--- src/rtl/cflag_pkg.sv ---
package cflag_pkg;
  localparam int FLAG_W = 4;
  localparam int COND_W = 4;

  // Bit positions inside the flag vector.
  localparam int FB_N = 3;
  localparam int FB_Z = 2;
  localparam int FB_V = 1;
  localparam int FB_C = 0;

  // Condition codes. Bit 0 set selects the complement of the even code.
  typedef enum logic [COND_W-1:0] {
    CC_ALWAYS = 4'd0,  CC_NEVER = 4'd1,
    CC_EQ     = 4'd2,  CC_NE    = 4'd3,
    CC_SGT    = 4'd4,  CC_SLE   = 4'd5,
    CC_SGE    = 4'd6,  CC_SLT   = 4'd7,
    CC_UGT    = 4'd8,  CC_ULE   = 4'd9,
    CC_CCLR   = 4'd10, CC_CSET  = 4'd11,
    CC_POS    = 4'd12, CC_NEG   = 4'd13,
    CC_VCLR   = 4'd14, CC_VSET  = 4'd15
  } cond_e;

  typedef struct packed {
    logic n;
    logic z;
    logic v;
    logic c;
  } flags_t;
endpackage

--- src/rtl/cflag_rst_sync.sv ---
module cflag_rst_sync #(
  parameter int STAGES = 2
) (
  input  logic clk,
  input  logic rst_n,
  output logic rst_sync_n
);
  logic [STAGES-1:0] chain_q;
  logic [STAGES-1:0] chain_d;

  always_comb begin
    chain_d = {chain_q[STAGES-2:0], 1'b1};
  end

  always_ff @(posedge clk or negedge rst_n) begin
    if (!rst_n) chain_q <= '0;
    else        chain_q <= chain_d;
  end

  assign rst_sync_n = chain_q[STAGES-1];
endmodule

--- src/rtl/cflag_flag_reg.sv ---
module cflag_flag_reg
  import cflag_pkg::*;
#(
  parameter int WIDTH = FLAG_W,
  parameter int CARRY_BIT = FB_C
) (
  input  logic             clk,
  input  logic             rst_n,
  input  logic [WIDTH-1:0] alu_flags,
  input  logic             upd_all,
  input  logic             upd_carry,
  output logic [WIDTH-1:0] flags_q
);
  logic [WIDTH-1:0] wr_en;
  logic [WIDTH-1:0] flags_d;

  // Per-bit write enables: a full update covers every bit, a shift only carry.
  always_comb begin
    for (int i = 0; i < WIDTH; i++) begin
      wr_en[i] = upd_all | ((i == CARRY_BIT) & upd_carry);
    end
  end

  for (genvar g = 0; g < WIDTH; g++) begin : g_bit
    always_comb begin
      flags_d[g] = wr_en[g] ? alu_flags[g] : flags_q[g];
    end

    always_ff @(posedge clk or negedge rst_n) begin
      if (!rst_n) flags_q[g] <= 1'b0;
      else        flags_q[g] <= flags_d[g];
    end
  end
endmodule

--- src/rtl/cflag_cond_eval.sv ---
module cflag_cond_eval
  import cflag_pkg::*;
(
  input  logic [FLAG_W-1:0] flags,
  input  logic [COND_W-1:0] cond,
  output logic              result
);
  flags_t f;
  logic   base;
  logic   sign_ok;

  always_comb begin
    f       = flags_t'(flags);
    sign_ok = ~(f.n ^ f.v);
    // Select the even member of the pair; bit 0 inverts it.
    unique case (cond[COND_W-1:1])
      3'd0:    base = 1'b1;
      3'd1:    base = f.z;
      3'd2:    base = ~f.z & sign_ok;
      3'd3:    base = sign_ok;
      3'd4:    base = ~f.c & ~f.z;
      3'd5:    base = ~f.c;
      3'd6:    base = ~f.n;
      default: base = ~f.v;
    endcase
    result = base ^ cond[0];
  end
endmodule

--- src/rtl/cflag_top.sv ---
module cflag_top
  import cflag_pkg::*;
(
  input  logic              clk,
  input  logic              rst_n,
  input  logic [FLAG_W-1:0] alu_flags,
  input  logic              upd_all,
  input  logic              upd_carry,
  input  logic              br_valid,
  input  logic [COND_W-1:0] br_cond,
  output logic [FLAG_W-1:0] flags,
  output logic              taken
);
  logic rst_sync_n;
  logic cond_true;
  logic taken_d;
  logic taken_q;

  cflag_rst_sync #(.STAGES(2)) u_rst (
    .clk        (clk),
    .rst_n      (rst_n),
    .rst_sync_n (rst_sync_n)
  );

  cflag_flag_reg #(.WIDTH(FLAG_W), .CARRY_BIT(FB_C)) u_flags (
    .clk       (clk),
    .rst_n     (rst_sync_n),
    .alu_flags (alu_flags),
    .upd_all   (upd_all),
    .upd_carry (upd_carry),
    .flags_q   (flags)
  );

  // Evaluated on the stored flags, so a same-cycle update is not visible.
  cflag_cond_eval u_eval (
    .flags  (flags),
    .cond   (br_cond),
    .result (cond_true)
  );

  always_comb begin
    taken_d = br_valid & cond_true;
  end

  always_ff @(posedge clk or negedge rst_sync_n) begin
    if (!rst_sync_n) taken_q <= 1'b0;
    else             taken_q <= taken_d;
  end

  assign taken = taken_q;
endmodule

--- config.mk ---
export PLATFORM = sky130hd
export DESIGN_NAME = cflag_top
export DESIGN_NICKNAME = d
export VERILOG_FILES = /design/src/rtl/cflag_pkg.sv /design/src/rtl/cflag_rst_sync.sv /design/src/rtl/cflag_flag_reg.sv /design/src/rtl/cflag_cond_eval.sv /design/src/rtl/cflag_top.sv
export SDC_FILE = /design/constraint.sdc
export NUM_CORES = 1
export LEC_CHECK = 0
export ABC_AREA = 0
export BUFFER_PORTS_ARGS = -buffer_cell sky130_fd_sc_hd__buf_2
export CAP_MARGIN = 20
export CORE_AREA = 2 2 39 41
export CTS_BUF_LIST = sky130_fd_sc_hd__clkbuf_8
export CTS_CLUSTER_SIZE = 24
export DETAILED_ROUTE_END_ITERATION = 12
export DIE_AREA = 0 0 41 43
export HOLD_SLACK_MARGIN = 0.06
export PLACE_DENSITY_LB_ADDON = 0.15
export SYNTH_ARGS = -nofsm -noshare
export SYNTH_HDL_FRONTEND = slang
export SYNTH_SLANG_ARGS = --single-unit
--- constraint.sdc ---
create_clock -name clk -period 0.8 [get_ports clk]
set_input_delay 0.16 -clock clk [delete_from_list [all_inputs] [get_ports clk]]
set_output_delay 0.16 -clock clk [all_outputs]
set_load 0.01 [all_outputs]
; ---- After elaboration in Yosys (flattened, before gate mapping)
; Cells that the tools add are included.
[op_classes]
n_eq_ne = 6
mux = 1
n_bitwise = 11
reduce_logical = 1
[ops]
columns = cell, count
row1 = == test 3 bit (second input constant), 3
row2 = case mux 1 bit (7 select lines), 1
row3 = == test 3 x 2 -> 1 bit (second input constant), 2
row4 = NOT 1 bit, 5
row5 = bitwise AND 1 bit, 3
row6 = == test 3 x 1 -> 1 bit (second input constant), 1
row7 = zero test 3 bit, 1
row8 = XOR 1 bit, 2
row9 = OR 1 bit, 1
[word_totals]
reg_bits = 7
in_bits = 13
output_inout_bits = 5

; ---- Longest topological paths before layout
[depth]
word_depth = 6
depth_mapped = 4

; ---- By module
; From an unflattened synthesis, not the netlist that was laid out.
[unflattened]
cells_unflattened = 25
area_unflattened_um2 = 320.3
[modules_own_cells]
columns = module, n_inst, cells_per_inst, area_per_inst_um2, seq_area_each_um2
row1 = cflag_flag_reg, 1, 9, 155.1, 100.1
row2 = cflag_cond_eval, 1, 11, 80.1, 0.0
row3 = cflag_rst_sync, 1, 3, 53.8, 50.0
row4 = cflag_top, 1, 2, 31.3, 25.0

; ---- Worst setup path after synthesis
; No wires, ideal clock.
[synth_path]
path_type = reg-to-reg
from = register u_flags.flags_q[3]
to = register taken_q (netlist: taken)
setup_ns = 0.079
arrival_time_ns = 1.149
required_time_ns = 0.721
slack_ns = -0.429
path_stages_with_launch = 5
n_path_buf = 0
synth_period_minus_slack_ns = 1.229
path_cell_list = dfrtp_1 xnor2_1 o221a_1 a22oi_2 mux2i_1
[synth_between]
elab_chain_cells = 6
[synth_lines]
columns = item, line
row1 = "start, declared", cflag_flag_reg.sv:12  ; output logic [WIDTH-1:0] flags_q
row2 = "start signal, assigned by index", cflag_flag_reg.sv:31  ; else flags_q[g] <= flags_d[g];
row3 = XOR 1 bit, cflag_cond_eval.sv:14  ; sign_ok = ~(f.n ^ f.v);
row4 = NOT 1 bit, cflag_cond_eval.sv:14
row5 = bitwise AND 1 bit, cflag_cond_eval.sv:19  ; 3'd2: base = ~f.z & sign_ok;
row6 = case mux 1 bit (7 select lines) *, cflag_cond_eval.sv:16  ; unique case (cond[COND_W-1:1])
row7 = XOR 1 bit *, cflag_cond_eval.sv:26  ; result = base ^ cond[0];
row8 = bitwise AND 1 bit *, cflag_top.sv:42  ; taken_d = br_valid & cond_true;
row9 = net taken_d, cflag_top.sv:16  ; logic taken_d;
row10 = "end signal, assigned", cflag_top.sv:47  ; else taken_q <= taken_d;
row11 = "end, declared", cflag_top.sv:17  ; logic taken_q;
; Mark *: on every way through the listed nets, which the timed path passes. The rest lies on a longest branch.
; A chain may end at the register's enable or synchronous reset.

; ---- Worst setup path after layout
; Ends and elaborated chain as after synthesis.

==> impl_metrics.toml <==
[timing]
rsz0062_at_grt = "yes"
tns_ps = -1680
setup_viol_count_final = 9
final-max-slew-violation-count = 0
finClkSkew_ps = 1.43
final.min_clock_period_ps = 1190
worst_slack_ps = -387
timing_hold_violations_final = 0
period_share_pct = 148
max_freq_mhz = 843

[synth]
synth_top_family_by_area = "multiplexers"
yosys.cell_types.count = 14
synth_largest_area_cell = "sky130_fd_sc_hd__dfrtp_1"
yosys.area_share.simple_pct = 9.13
post_synth_xor_area_fraction_pct = 2.78
synth_compound_area_share_pct = 10.7
sequential_to_total_area_share_from_yosys_stat_pct = 55.6
synth_top_area_share_pct = 55.6
post_synth_adder_cell_area_pct = 0
synth.ff_latch_count = 7
yosys_warnings = 0
mappedNetlistNets = 38
synth.top_cells.by_area = "sky130_fd_sc_hd__dfrtp_1 (56%), sky130_fd_sc_hd__mux2_2 (14%), sky130_fd_sc_hd__mux2i_1 (6.3%)"
syn_avg_cell_area_sq_um = 12.6
netlist_instances = 25
synth_area_sq_um = 315
synth.mux.area_fraction_pct = 20.6

[power]
power.net_switching_w = 0.000238
swShare_pct = 21.7
clkPwrFrac_pct = 42.2
power.static_leakage_nw = 0.267
vdd_drop_max_uv = 1200
cell_internal_pwr_w = 0.000859
powerDensity_mw_per_mm2 = 2030
power.share.combinational_pct = 20.7
power.share.sequential_pct = 37.1

[route]
route.detailed.wl_per_inst_um = 10.6
drc_viols = 0
detail-route-antenna-nets = 0
drt-initial-drc-count = 1
vias_per_cell = 4.21
detail_route.first_pass.iterations = 3
num_vias = 286
routed_wl_um = 718

[cts]
cts-root-to-sink-buffers = 2
clk_root_buffer_cell = "sky130_fd_sc_hd__clkbuf_8"
cts.reportedPaths.clkPinSlew_ps = 40
clock_latency_ps = 220
cts_made_buffers = 3
cts_tree = "yes"
cts-htree-levels = 1
cts.sink_count = 7

[worst_setup_path]
reg2reg_from = "u_flags.flags_q[3]"
reg2reg_setup_slack_ps = -390
critical_path.slowest_cell = "sky130_fd_sc_hd__dfrtp_1"
crit_arrival_ps = 1330
timing.critical_path.required_ps = 940
critical_path.cell_chain = "xnor2_1, o221a_1, a22oi_2, mux2i_1"
crit_path_start_kind = "register"
critical-path-max-stage-delay_ps = 390
worst_path_dominant_cell_family = "flip-flops"
timing.critical_path.buf_inv = 0
worst-path-max-fanout = 3
reg2reg_to = "taken"
cp_endpoint_kind = "register"
path_depth_of_the_worst_reg2reg_path = 4
path_class = "reg -> reg"

[flow_run]
cap_violations = 0

[grt]
globalRouteMet3Util_pct = 3.66
grt_pass1_wl_um = 1140
antenna_found_initial = 0
grt-busiest-layer = "met2"
grtUsageTotal_pct = 9.44
met2_usage_pct = 15.9
grt.met1_usage_pct = 10.7
globalRouteOverflowTotal = 0
maximum_number_of_pins_on_one_net_before_global_route_repair = 6
grt_pass1_vias = 291

[cells_and_area]
ratio_of_cells_with_drive_above_1_in_the_final_layout_pct = 57.7
number_of_nets_at_the_end_of_the_flow = 66
layout.filler_cells = 145
multi_input_logic_area_sq_um = 140
mostFrequentLayoutCell = "sky130_fd_sc_hd__buf_2"
most-common-layout-cells = "sky130_fd_sc_hd__buf_2 (14), sky130_fd_sc_hd__dfrtp_1 (7), sky130_fd_sc_hd__buf_6 (5)"
layout.area.seq_sq_um = 175
design_area_sq_um = 539
antenna_cells = 0
areaGrowthSynthToFinish_pct = 71.0

[floorplan]
num_io_pins = 18
dieArea_sq_mm = 0.00176
fp.dieW_um = 41
die_height_um = 43
num_rows = 14
initial_standard_cell_utilization_of_the_core_pct = 22.8
placeableCoreArea_sq_mm = 0.00138

[place]
postPlaceCellArea_sq_um = 450
count_of_buffers_from_port_buffering = 17
final_estimated_routing_congestion_in_global_placement = 0.625
detailed_place_hpwl_um = 603
placement.setup.worst_slack_ps = -405

[run_status]
violated_checks = "setup timing"
status = "finished with violations"

[hold_path]
hold_class = "reg -> async"
## timing repair
action                                  in CTS  in global routing
setup buffers                                2                  0
hold buffers                                 1                  0
endpoints found under the hold margin        2                  0
endpoints found under the setup margin       9                  9
gates resized for setup                      5                  0
## cells in the mapped netlist
| cell | n |
|---|---|
| sky130_fd_sc_hd__a21oi_1 | 1 |
| sky130_fd_sc_hd__a22oi_2 | 1 |
| sky130_fd_sc_hd__conb_1 | 1 |
| sky130_fd_sc_hd__dfrtp_1 | 7 |
| sky130_fd_sc_hd__mux2_2 | 4 |
| sky130_fd_sc_hd__mux2i_1 | 2 |
| sky130_fd_sc_hd__nand2_1 | 1 |
| sky130_fd_sc_hd__nand2b_1 | 1 |
| sky130_fd_sc_hd__nand3_1 | 1 |
| sky130_fd_sc_hd__nor2_1 | 2 |
| sky130_fd_sc_hd__nor2b_1 | 1 |
| sky130_fd_sc_hd__o21ai_0 | 1 |
| sky130_fd_sc_hd__o221a_1 | 1 |
| sky130_fd_sc_hd__xnor2_1 | 1 |
## metrics by stage
| stage | utilization, % | total power, W | cells | hold slack [ps] |
|---|---|---|---|---|
| after floorplan | - | 0.000498 | 25 | -136 |
| after detailed placement | 32.5 | 0.000602 | 62 | -53.2 |
| after global placement | 32.5 | 0.000596 | 62 | -55.0 |
| final | 39.0 | 0.00110 | 68 | 76.0 |
| after global routing | 39.0 | 0.00116 | 68 | 95.8 |
| after CTS | 39.0 | 0.00112 | 68 | 86.9 |
## worst max path at each step
stage	startpoint	to	slack, ps	depth (start not counted)
after detailed placement	u_flags.flags_q[2]	taken	-410	4
after global placement	u_flags.flags_q[3]	taken	-360	4
after global routing	u_flags.flags_q[3]	taken	-450	4
final	u_flags.flags_q[3]	taken	-390	4
after CTS	u_flags.flags_q[3]	taken	-400	4
after floorplan	u_flags.flags_q[1]	taken	-390	4
## cell type report
type                    count  area share [%]
clock buffers               3            7.66
repair buffers             23            29.5
flip-flops and latches      7            32.5
multi-input cells          18            26.0
well taps                  16            3.71
clock inverters             1           0.696
## logic make-up (layout without fill, tap and decap cells)
group,after synthesis,after routing
flops,7,7
other cells,1,1
compound gates,4,4
xor+xnor,1,1
buf+inv,0,27
simple gates,6,6
mux,6,6
## state kept, by name, indices dropped and copies added (netlist names)
signal           flops
taken                1
u_flags.flags_q      4
u_rst.chain_q        2
## metal layers
layer	vias to the layer above	part of all wire (%)
met2	6	58
met1	137	34
met4	0	0
li1	143	-
met5	-	0
met3	0	7.2
## power groups by stage
stage	logic (W)	registers, W	clock network, W
after floorplan	0.0000717	0.000426	0
after global placement	0.000183	0.000413	0
after detailed placement	0.000187	0.000415	0
after CTS	0.000231	0.000408	0.000480
after global routing	0.000247	0.000410	0.000505
final	0.000226	0.000407	0.000463
No activity file was read; power rests on OpenSTA's default activity.
